<file path="src/rtl/ecb_pkg.sv">
package ecb_pkg;
    localparam int unsigned ADDR_EN   = 0;
    localparam int unsigned ADDR_STAT = 1;
    localparam int unsigned ADDR_CNT0 = 2;

    typedef enum logic [1:0] {
        SEL_NONE,
        SEL_EN,
        SEL_STAT,
        SEL_CNT
    } rsel_e;
endpackage

</file>
<file path="src/rtl/ecb_counter.sv">
module ecb_counter #(
    parameter int unsigned CNT_W = 12
) (
    input  logic             clk_i,
    input  logic             rst_ni,
    input  logic             inc_i,
    input  logic             clr_i,
    input  logic             wrap_en_i,
    output logic [CNT_W-1:0] cnt_o,
    output logic             ovf_o
);
    localparam logic [CNT_W-1:0] CNT_MAX = '1;

    typedef struct packed {
        logic [CNT_W-1:0] cnt;
    } cnt_state_t;

    cnt_state_t st_d, st_q;
    logic       at_max;

    always_comb begin
        st_d   = st_q;
        ovf_o  = 1'b0;
        at_max = (st_q.cnt == CNT_MAX);
        if (clr_i) begin
            st_d.cnt = '0;
        end else if (inc_i) begin
            if (!at_max) begin
                st_d.cnt = st_q.cnt + 1'b1;
            end else if (wrap_en_i) begin
                st_d.cnt = '0;
                ovf_o    = 1'b1;
            end
        end
    end

    always_ff @(posedge clk_i or negedge rst_ni) begin
        if (!rst_ni) st_q <= '0;
        else         st_q <= st_d;
    end

    assign cnt_o = st_q.cnt;
endmodule

</file>
<file path="src/rtl/ecb_status.sv">
module ecb_status #(
    parameter int unsigned STAT_W = 8
) (
    input  logic              clk_i,
    input  logic              rst_ni,
    input  logic              en_we_i,
    input  logic [STAT_W-1:0] en_wdata_i,
    input  logic              rd_clr_i,
    input  logic [STAT_W-1:0] set_i,
    output logic [STAT_W-1:0] en_o,
    output logic [STAT_W-1:0] stat_o
);
    typedef struct packed {
        logic [STAT_W-1:0] en;
        logic [STAT_W-1:0] stat;
    } stat_state_t;

    stat_state_t st_d, st_q;

    always_comb begin
        st_d = st_q;
        if (en_we_i) st_d.en = en_wdata_i;
        // A new event always survives a clear in the same cycle
        st_d.stat = (rd_clr_i ? '0 : st_q.stat) | set_i;
    end

    always_ff @(posedge clk_i or negedge rst_ni) begin
        if (!rst_ni) st_q <= '0;
        else         st_q <= st_d;
    end

    assign en_o   = st_q.en;
    assign stat_o = st_q.stat;
endmodule

</file>
<file path="src/rtl/ecb_bank.sv">
module ecb_bank #(
    parameter int unsigned NUM_CNT  = 4,
    parameter int unsigned NUM_PORT = 2,
    parameter int unsigned CNT_W    = 12,
    localparam int unsigned STAT_W  = NUM_CNT + 2 * NUM_PORT,
    localparam int unsigned DATA_W  = (STAT_W > CNT_W) ? STAT_W : CNT_W,
    localparam int unsigned ADDR_W  = $clog2(ecb_pkg::ADDR_CNT0 + NUM_CNT)
) (
    input  logic                clk_i,
    input  logic                rst_ni,
    input  logic [NUM_CNT-1:0]  cnt_inc_i,
    input  logic [NUM_PORT-1:0] rx_evt_i,
    input  logic [NUM_PORT-1:0] tx_evt_i,
    input  logic                wr_i,
    input  logic                rd_i,
    input  logic [ADDR_W-1:0]   addr_i,
    input  logic [STAT_W-1:0]   wdata_i,
    output logic [DATA_W-1:0]   rdata_o,
    output logic                irq_o
);
    import ecb_pkg::*;

    logic [NUM_CNT-1:0][CNT_W-1:0] cnt_all;
    logic [NUM_CNT-1:0]            cnt_hit;
    logic [NUM_CNT-1:0]            cnt_clr;
    logic [NUM_CNT-1:0]            ovf;
    logic [CNT_W-1:0]              cnt_sel;
    logic [STAT_W-1:0]             en_q;
    logic [STAT_W-1:0]             stat_q;
    logic [STAT_W-1:0]             set_vec;
    rsel_e                         rsel;
    logic                          en_we;
    logic                          rd_clr;

    // Address decode
    always_comb begin
        rsel    = SEL_NONE;
        cnt_hit = '0;
        cnt_sel = '0;
        if (addr_i == ADDR_W'(ADDR_EN))   rsel = SEL_EN;
        if (addr_i == ADDR_W'(ADDR_STAT)) rsel = SEL_STAT;
        for (int k = 0; k < int'(NUM_CNT); k++) begin
            if (addr_i == ADDR_W'(ADDR_CNT0 + k)) begin
                rsel       = SEL_CNT;
                cnt_hit[k] = 1'b1;
                cnt_sel    = cnt_all[k];
            end
        end
    end

    assign cnt_clr = cnt_hit & {NUM_CNT{wr_i}};
    assign en_we   = wr_i && (rsel == SEL_EN);
    assign rd_clr  = rd_i && (rsel == SEL_STAT);
    assign set_vec = {tx_evt_i, rx_evt_i, ovf};

    for (genvar k = 0; k < NUM_CNT; k++) begin : g_cnt
        ecb_counter #(
            .CNT_W(CNT_W)
        ) u_cnt (
            .clk_i    (clk_i),
            .rst_ni   (rst_ni),
            .inc_i    (cnt_inc_i[k]),
            .clr_i    (cnt_clr[k]),
            .wrap_en_i(en_q[k]),
            .cnt_o    (cnt_all[k]),
            .ovf_o    (ovf[k])
        );
    end

    ecb_status #(
        .STAT_W(STAT_W)
    ) u_status (
        .clk_i     (clk_i),
        .rst_ni    (rst_ni),
        .en_we_i   (en_we),
        .en_wdata_i(wdata_i),
        .rd_clr_i  (rd_clr),
        .set_i     (set_vec),
        .en_o      (en_q),
        .stat_o    (stat_q)
    );

    // Read data mux
    always_comb begin
        unique case (rsel)
            SEL_EN:   rdata_o = DATA_W'(en_q);
            SEL_STAT: rdata_o = DATA_W'(stat_q);
            SEL_CNT:  rdata_o = DATA_W'(cnt_sel);
            default:  rdata_o = '0;
        endcase
    end

    assign irq_o = |(stat_q & en_q);
endmodule

</file>
<file path="config.mk">
export PLATFORM = sky130hd
export DESIGN_NAME = ecb_bank
export DESIGN_NICKNAME = d
export VERILOG_FILES = /design/src/rtl/ecb_pkg.sv /design/src/rtl/ecb_counter.sv /design/src/rtl/ecb_status.sv /design/src/rtl/ecb_bank.sv
export SDC_FILE = /design/constraint.sdc
export NUM_CORES = 1
export LEC_CHECK = 0
export ABC_AREA = 1
export BUFFER_PORTS_ARGS = -buffer_cell sky130_fd_sc_hd__buf_2
export CORE_MARGIN = 2
export CORE_UTILIZATION = 48
export CTS_BUF_LIST = sky130_fd_sc_hd__clkbuf_4 sky130_fd_sc_hd__clkbuf_8
export DETAILED_ROUTE_END_ITERATION = 6
export HOLD_SLACK_MARGIN = 0.08
export PLACE_DENSITY = 0.72
export RECOVER_POWER = 50
export SYNTH_ARGS = -nofsm -noshare
export SYNTH_HDL_FRONTEND = slang
export SYNTH_HIERARCHICAL = 1
export SYNTH_SLANG_ARGS = --single-unit
</file>
<file path="constraint.sdc">
create_clock -name clk_i -period 1.49 [get_ports clk_i]
set_input_delay 0.298 -clock clk_i [delete_from_list [all_inputs] [get_ports clk_i]]
set_output_delay 0.298 -clock clk_i [all_outputs]
set_load 0.01 [all_outputs]
</file>
-- Yosys cells after proc, flatten, opt, wreduce, memory -nomap -nowiden
Index checks and enable logic that the tools add are counted.
- add/subtract/negate cells: 4
- multipliers: 0
- div/mod/pow operators: 0
- order comparisons: 0
- equal/unequal tests: 16
- shift operators: 0
- mux-type cells: 48
- bitwise gates (word level): 3
- reductions and logical operators: 12
- operators by type and width (cell ; number):
    $mux W12 ; 20
    $add A12 B1 Y12 const B ; 4
    $eq A12 B12 Y1 const B ; 4
    $pmux W12 S3 ; 1
    $mux W1 ; 21
    $ne A3 B2 Y1 const B ; 4
    $mux W2 ; 5
    $and A8 B8 Y8 ; 1
    $mux W8 ; 1
    $or A8 B8 Y8 ; 1
    $reduce_and A2 Y1 ; 4
    $reduce_bool A2 Y1 ; 4
    $reduce_or A8 Y1 ; 1
    $eq A3 B2 Y1 const B ; 2
    $eq A3 B3 Y1 const B ; 2
    $and A4 B4 Y4 ; 1
    $eq A2 B2 Y1 const B ; 2
    $eq A3 B1 Y1 const B ; 1
    $logic_not A3 Y1 ; 1
    $eq A2 B1 Y1 const B ; 1
    $logic_and A1 B1 Y1 ; 2
- bits in registers: 64
- bits in latches: 0
- RAM bits: 0
- memory bits (read-only): 0
- input port bits: 23
- output and inout bits: 13
- word-level logic and storage cells: 89
- memories kept: 0

-- Logic depth before layout (Yosys ltp)
- depth after elaboration: 11
- mapped depth: 11
- mapped depth without buffers: 8

-- By module
Netlist, hierarchy kept.
- modules (own cells, without submodules) (module ; instances ; cells an instance ; area each (um^2) ; sequential area each (um^2)):
    ecb_counter ; 4 ; 108 ; 784.5 ; 300.3
    ecb_bank ; 1 ; 181 ; 890.9 ; 0.0
    ecb_status ; 1 ; 67 ; 599.3 ; 400.4

-- Worst setup path before layout
OpenSTA, ideal clock, no wires.
- path kind: input to register
- from: input port addr_i[2]
- to: register g_cnt[2].u_cnt.st_q (netlist bit g_cnt[2].u_cnt/cnt_o[8])
- setup time: 0.118 ns
- data arrival time: 1.489 ns
- required time: 1.372 ns
- slack: -0.117 ns
- stages on the path: 10
- path buffers: 3
- cell sequence: buf_6 > inv_2 > buf_2 > nor4_1 > inv_1 > nand2_1 > nand2_2 > buf_8 > nand2_1 > o21ai_2
- word-level cells in the longest chain between the ends: 5
- elaborated cells on any way between the ends: 7
- classes of those cells: 2 x eq/ne; 2 x mux; 1 x bitwise; 2 x reduce/logical
- ends and longest elaborated chain (element ; line ; source):
    from (decl) ; ecb_bank.sv:16 ; input logic [ADDR_W-1:0] addr_i,
    $eq A3 B3 Y1 (*) ; ecb_bank.sv:43 ; if (addr_i == ADDR_W'(ADDR_CNT0 + k)) begin
    $mux W1 (*) ; ecb_bank.sv:43 ;
    $and A4 B4 Y4 (*) ; ecb_bank.sv:51 ; assign cnt_clr = cnt_hit & {NUM_CNT{wr_i}};
    named net cnt_clr[2] ; ecb_bank.sv:25 ; logic [NUM_CNT-1:0] cnt_clr;
    $ne A3 B2 Y1 (no source line) or $reduce_bool A2 Y1 (tied branches) ; - ;
    $reduce_and A2 Y1 (no source line) ; - ;
    to (signal assigned) ; ecb_counter.sv:39 ; else st_q <= st_d;
    to (decl) ; ecb_counter.sv:18 ; cnt_state_t st_d, st_q;
The timed path passes the listed nets; every way through them passes the cells marked *.
A chain may end at the register's enable or synchronous reset.

-- Final worst setup path
- from: register g_cnt[3].u_cnt.st_q (netlist bit g_cnt[3].u_cnt/cnt_o[0])
- to: output port rdata_o[0]
- word-level cells in the longest chain between the ends: 2
- ends and longest elaborated chain (element ; line ; source):
    from (decl) ; ecb_counter.sv:18 ;
    from (signal assigned) ; ecb_counter.sv:39 ;
    $mux W12 ; ecb_bank.sv:43 ;
    $pmux W12 S3 ; ecb_bank.sv:85 ; unique case (rsel)
    to (decl) ; ecb_bank.sv:18 ; output logic [DATA_W-1:0] rdata_o,
Every way passes these cells.

==> summary.txt <==
Status
  • Status: finished with violations
  • Violated checks: setup timing

Timing
  • Worst Max-Slew Pin Slew: 889 ps
  • Slew Limit Fails: 0
  • Final period util: 114%
  • Fmax: 591 MHz
  • Tmin final: 1690 ps
  • Skew final: 8.17 ps
  • Sum of negative setup slack: -2670 ps
  • Setup violations, final: 38
  • Final hold vios: 0
  • Worst slew margin: 40.8%
  • Final hold slack: 142 ps
  • Final WS setup: -202 ps
  • RSZ-0062 raised after global routing: yes

Synthesis
  • EDFF count, synth: 0
  • Synth Flop Type: dfrtp_1
  • Synth Register Bits: 64
  • Gate Count Post-Synth: 680
  • Most numerous cell in the Yosys netlist: nand2_1
  • Post-synthesis sequential area ratio: 34.6%
  • Yosys cell types: 31
  • Synth warnings: 6
  • Async S/R FF share, synth: 100%
  • Syn_area_per_cell: 6.81 µm²
  • Area contributors post-synth: dfrtp_1 (35%), nand2_1 (21%), nand3_1 (7.4%)
  • Post-synth top area cell: dfrtp_1
  • Synthesized area: 4630 µm²
  • Synth Net Count: 707
  • Synth top area share: 34.6%
  • Commonest cells post-synth: nand2_1 (261), inv_1 (82), nand3_1 (68)

Die
  • Die width: 102 µm
  • Die height: 102 µm
  • Core area: 9280 µm²
  • Ports: 36
  • Die area: 10400 µm²
  • Starting density of the core: 49.9%
  • Num rows: 35

Finish
  • Layout cells sized above 1: 38.6%
  • ANT cells: 0
  • Finished Layout Cells: 969
  • Fillers: 731
  • Fin nets: 862
  • Area Overhead vs Synth: 39.1%
  • Final Util: 69.3%

Critical path
  • Crit path capture: rdata_o[0]
  • Reg-to-reg startpoint: g_cnt[1].u_cnt/cnt_o[0]$_DFFE_PN0P_
  • Critical Path Start Type: flip-flop
  • Crit Path Max Fanout: 4
  • Crit. End Element: output port
  • Crit path required time: 1190 ps
  • Worst reg2reg endpoint: g_cnt[1].u_cnt/cnt_o[6]$_DFFE_PN0P_
  • Worst EP arrival: 1390 ps
  • R2R cell count: 9
  • Worst Setup SP: g_cnt[3].u_cnt/cnt_o[0]$_DFFE_PN0P_
  • Crit path kind: reg2out
  • Flop-to-flop setup slack: -100 ps

Clock tree
  • Clock root buffer: clkbuf_8
  • H-tree depth: 3
  • Clock transition at the registers of the reported paths: 70 ps
  • Clock sinks: 64
  • CTS Buffer Depth: 2
  • CTS Buf Count: 9
  • TritonCTS clock tree: yes
  • Clk_lat worst skew: 340 ps

Route
  • # DRC: 0
  • DRT iter0 DRCs: 376
  • Drt via density: 5.24
  • Post-Route WL: 14300 µm
  • DR WL/cell: 14.8 µm
  • Pre-antenna DRT Iters: 5
  • Vias: 5075
  • ANT nets after route: 0

Global route
  • Initial antenna violation count: 0
  • Vias in the first global route: 4736
  • Total grt overflow: 0
  • All-Layer GR Usage: 27.0%
  • First-pass GRT wire length: 22200 µm
  • Largest net degree at the start of global routing: 65

Run
  • Max_cap viols: 0

Pwr
  • Worst vdd ir: 0.515 mV
  • Total power: 5.65 mW
  • Lkg Pwr: 3.12 nW
  • Pwr/cell area: 877 nW/µm²

Placement
  • GP Congestion: 0.915
  • DP Cell Count: 894
  • Dpl hpwl: 9240 µm
  • Port Buffers: 35

Hold path
  • Hold Path Class: in2reg
  • Hold Path Depth: 3
timing repair:
action	CTS	global route
setup endpoints to repair	17	64
pin swaps	29	47
hold buffers	1	0
gates cloned	1	4
hold endpoints to repair	64	0
setup buffers	39	15
resized for setup	56	97
final cells by class:
type	instances	area (µm²)	area share (%)
multi-input cells	519	2910	45.2
flip-flops and latches	64	1620	25.2
repair buffers	156	1230	19.2
inverters	85	334	5.19
well taps	129	161	2.51
clock buffers	12	153	2.37
clock inverters	4	20.0	0.311
registers in the layout (all words and copies together), names as in the netlist:
name               cells
u_status/stat_o        8
u_status/en_o          8
g_cnt.u_cnt/cnt_o     48
power by group:
group | leakage, nW | total (mW) | switching [mW] | internal, mW
sequential | 0.815 | 2.18 | 0.201 | 1.98
combinational | 2.20 | 2.11 | 1.09 | 1.01
clock | 0.0967 | 1.36 | 0.685 | 0.676
kinds of logic (layout without fill, tap and decap cells):
kind of cell	Yosys count	count (layout)	synth area share (%)
buf+inv	101	257	10.8
xor+xnor	20	20	3.78
flops	64	64	34.6
compound gates	52	52	7.08
simple gates	439	443	42.7
fa+ha+maj	4	4	1.08
cell usage in the layout (no fill, tap or decap), types with 10 or more instances in the layout:
master / Yosys / layout
dfrtp_2: 0 / 18
buf_6: 8 / 18
inv_1: 82 / 69
nand4_1: 11 / 11
buf_2: 3 / 28
nand2_2: 17 / 43
nand2_1: 261 / 231
clkbuf_8: 0 / 10
inv_2: 2 / 13
o21ai_2: 12 / 16
xnor2_1: 12 / 12
nand3_1: 68 / 62
buf_4: 1 / 103
nor2_1: 49 / 42
dfrtp_1: 64 / 46
through the flow:
step                      instance area (µm²)  worst slack (ps)
after global routing                     6440              -265
after global placement                   5340              -218
after detailed placement                 5340              -275
final                                    6440              -202
after floorplan                          4650              2.82
after CTS                                5970              -204
layer usage:
| layer | share of wire [%] | global-route usage, % | vias up |
|---|---|---|---|
| met1 | 41 | 35.0 | 2382 |
| met4 | 2.9 | 9.13 | 0 |
| li1 | - | - | 2459 |
| met3 | 6.9 | 5.68 | 38 |
| met5 | 0 | 0 | - |
| met2 | 49 | 44.9 | 196 |
worst max-delay path: stages (launching register included):
cell and delay, ps:
dfrtp_1 390, buf_4 160, or2_0 210, nand2_1 70, nand2_1 70, buf_2 150
worst min-delay path by stage:
stage,startpoint,endpoint,slack [ps]
after floorplan,rst_ni,g_cnt[0].u_cnt/cnt_o[0]$_DFFE_PN0P_,2
after CTS,tx_evt_i[1],u_status/stat_o[7]$_DFF_PN0_,130
final,tx_evt_i[1],u_status/stat_o[7]$_DFF_PN0_,140
after detailed placement,rst_ni,g_cnt[0].u_cnt/cnt_o[5]$_DFFE_PN0P_,340
after global placement,rst_ni,g_cnt[0].u_cnt/cnt_o[5]$_DFFE_PN0P_,340
after global routing,tx_evt_i[0],u_status/stat_o[6]$_DFF_PN0_,130
Power figures use the tool's default switching activity.
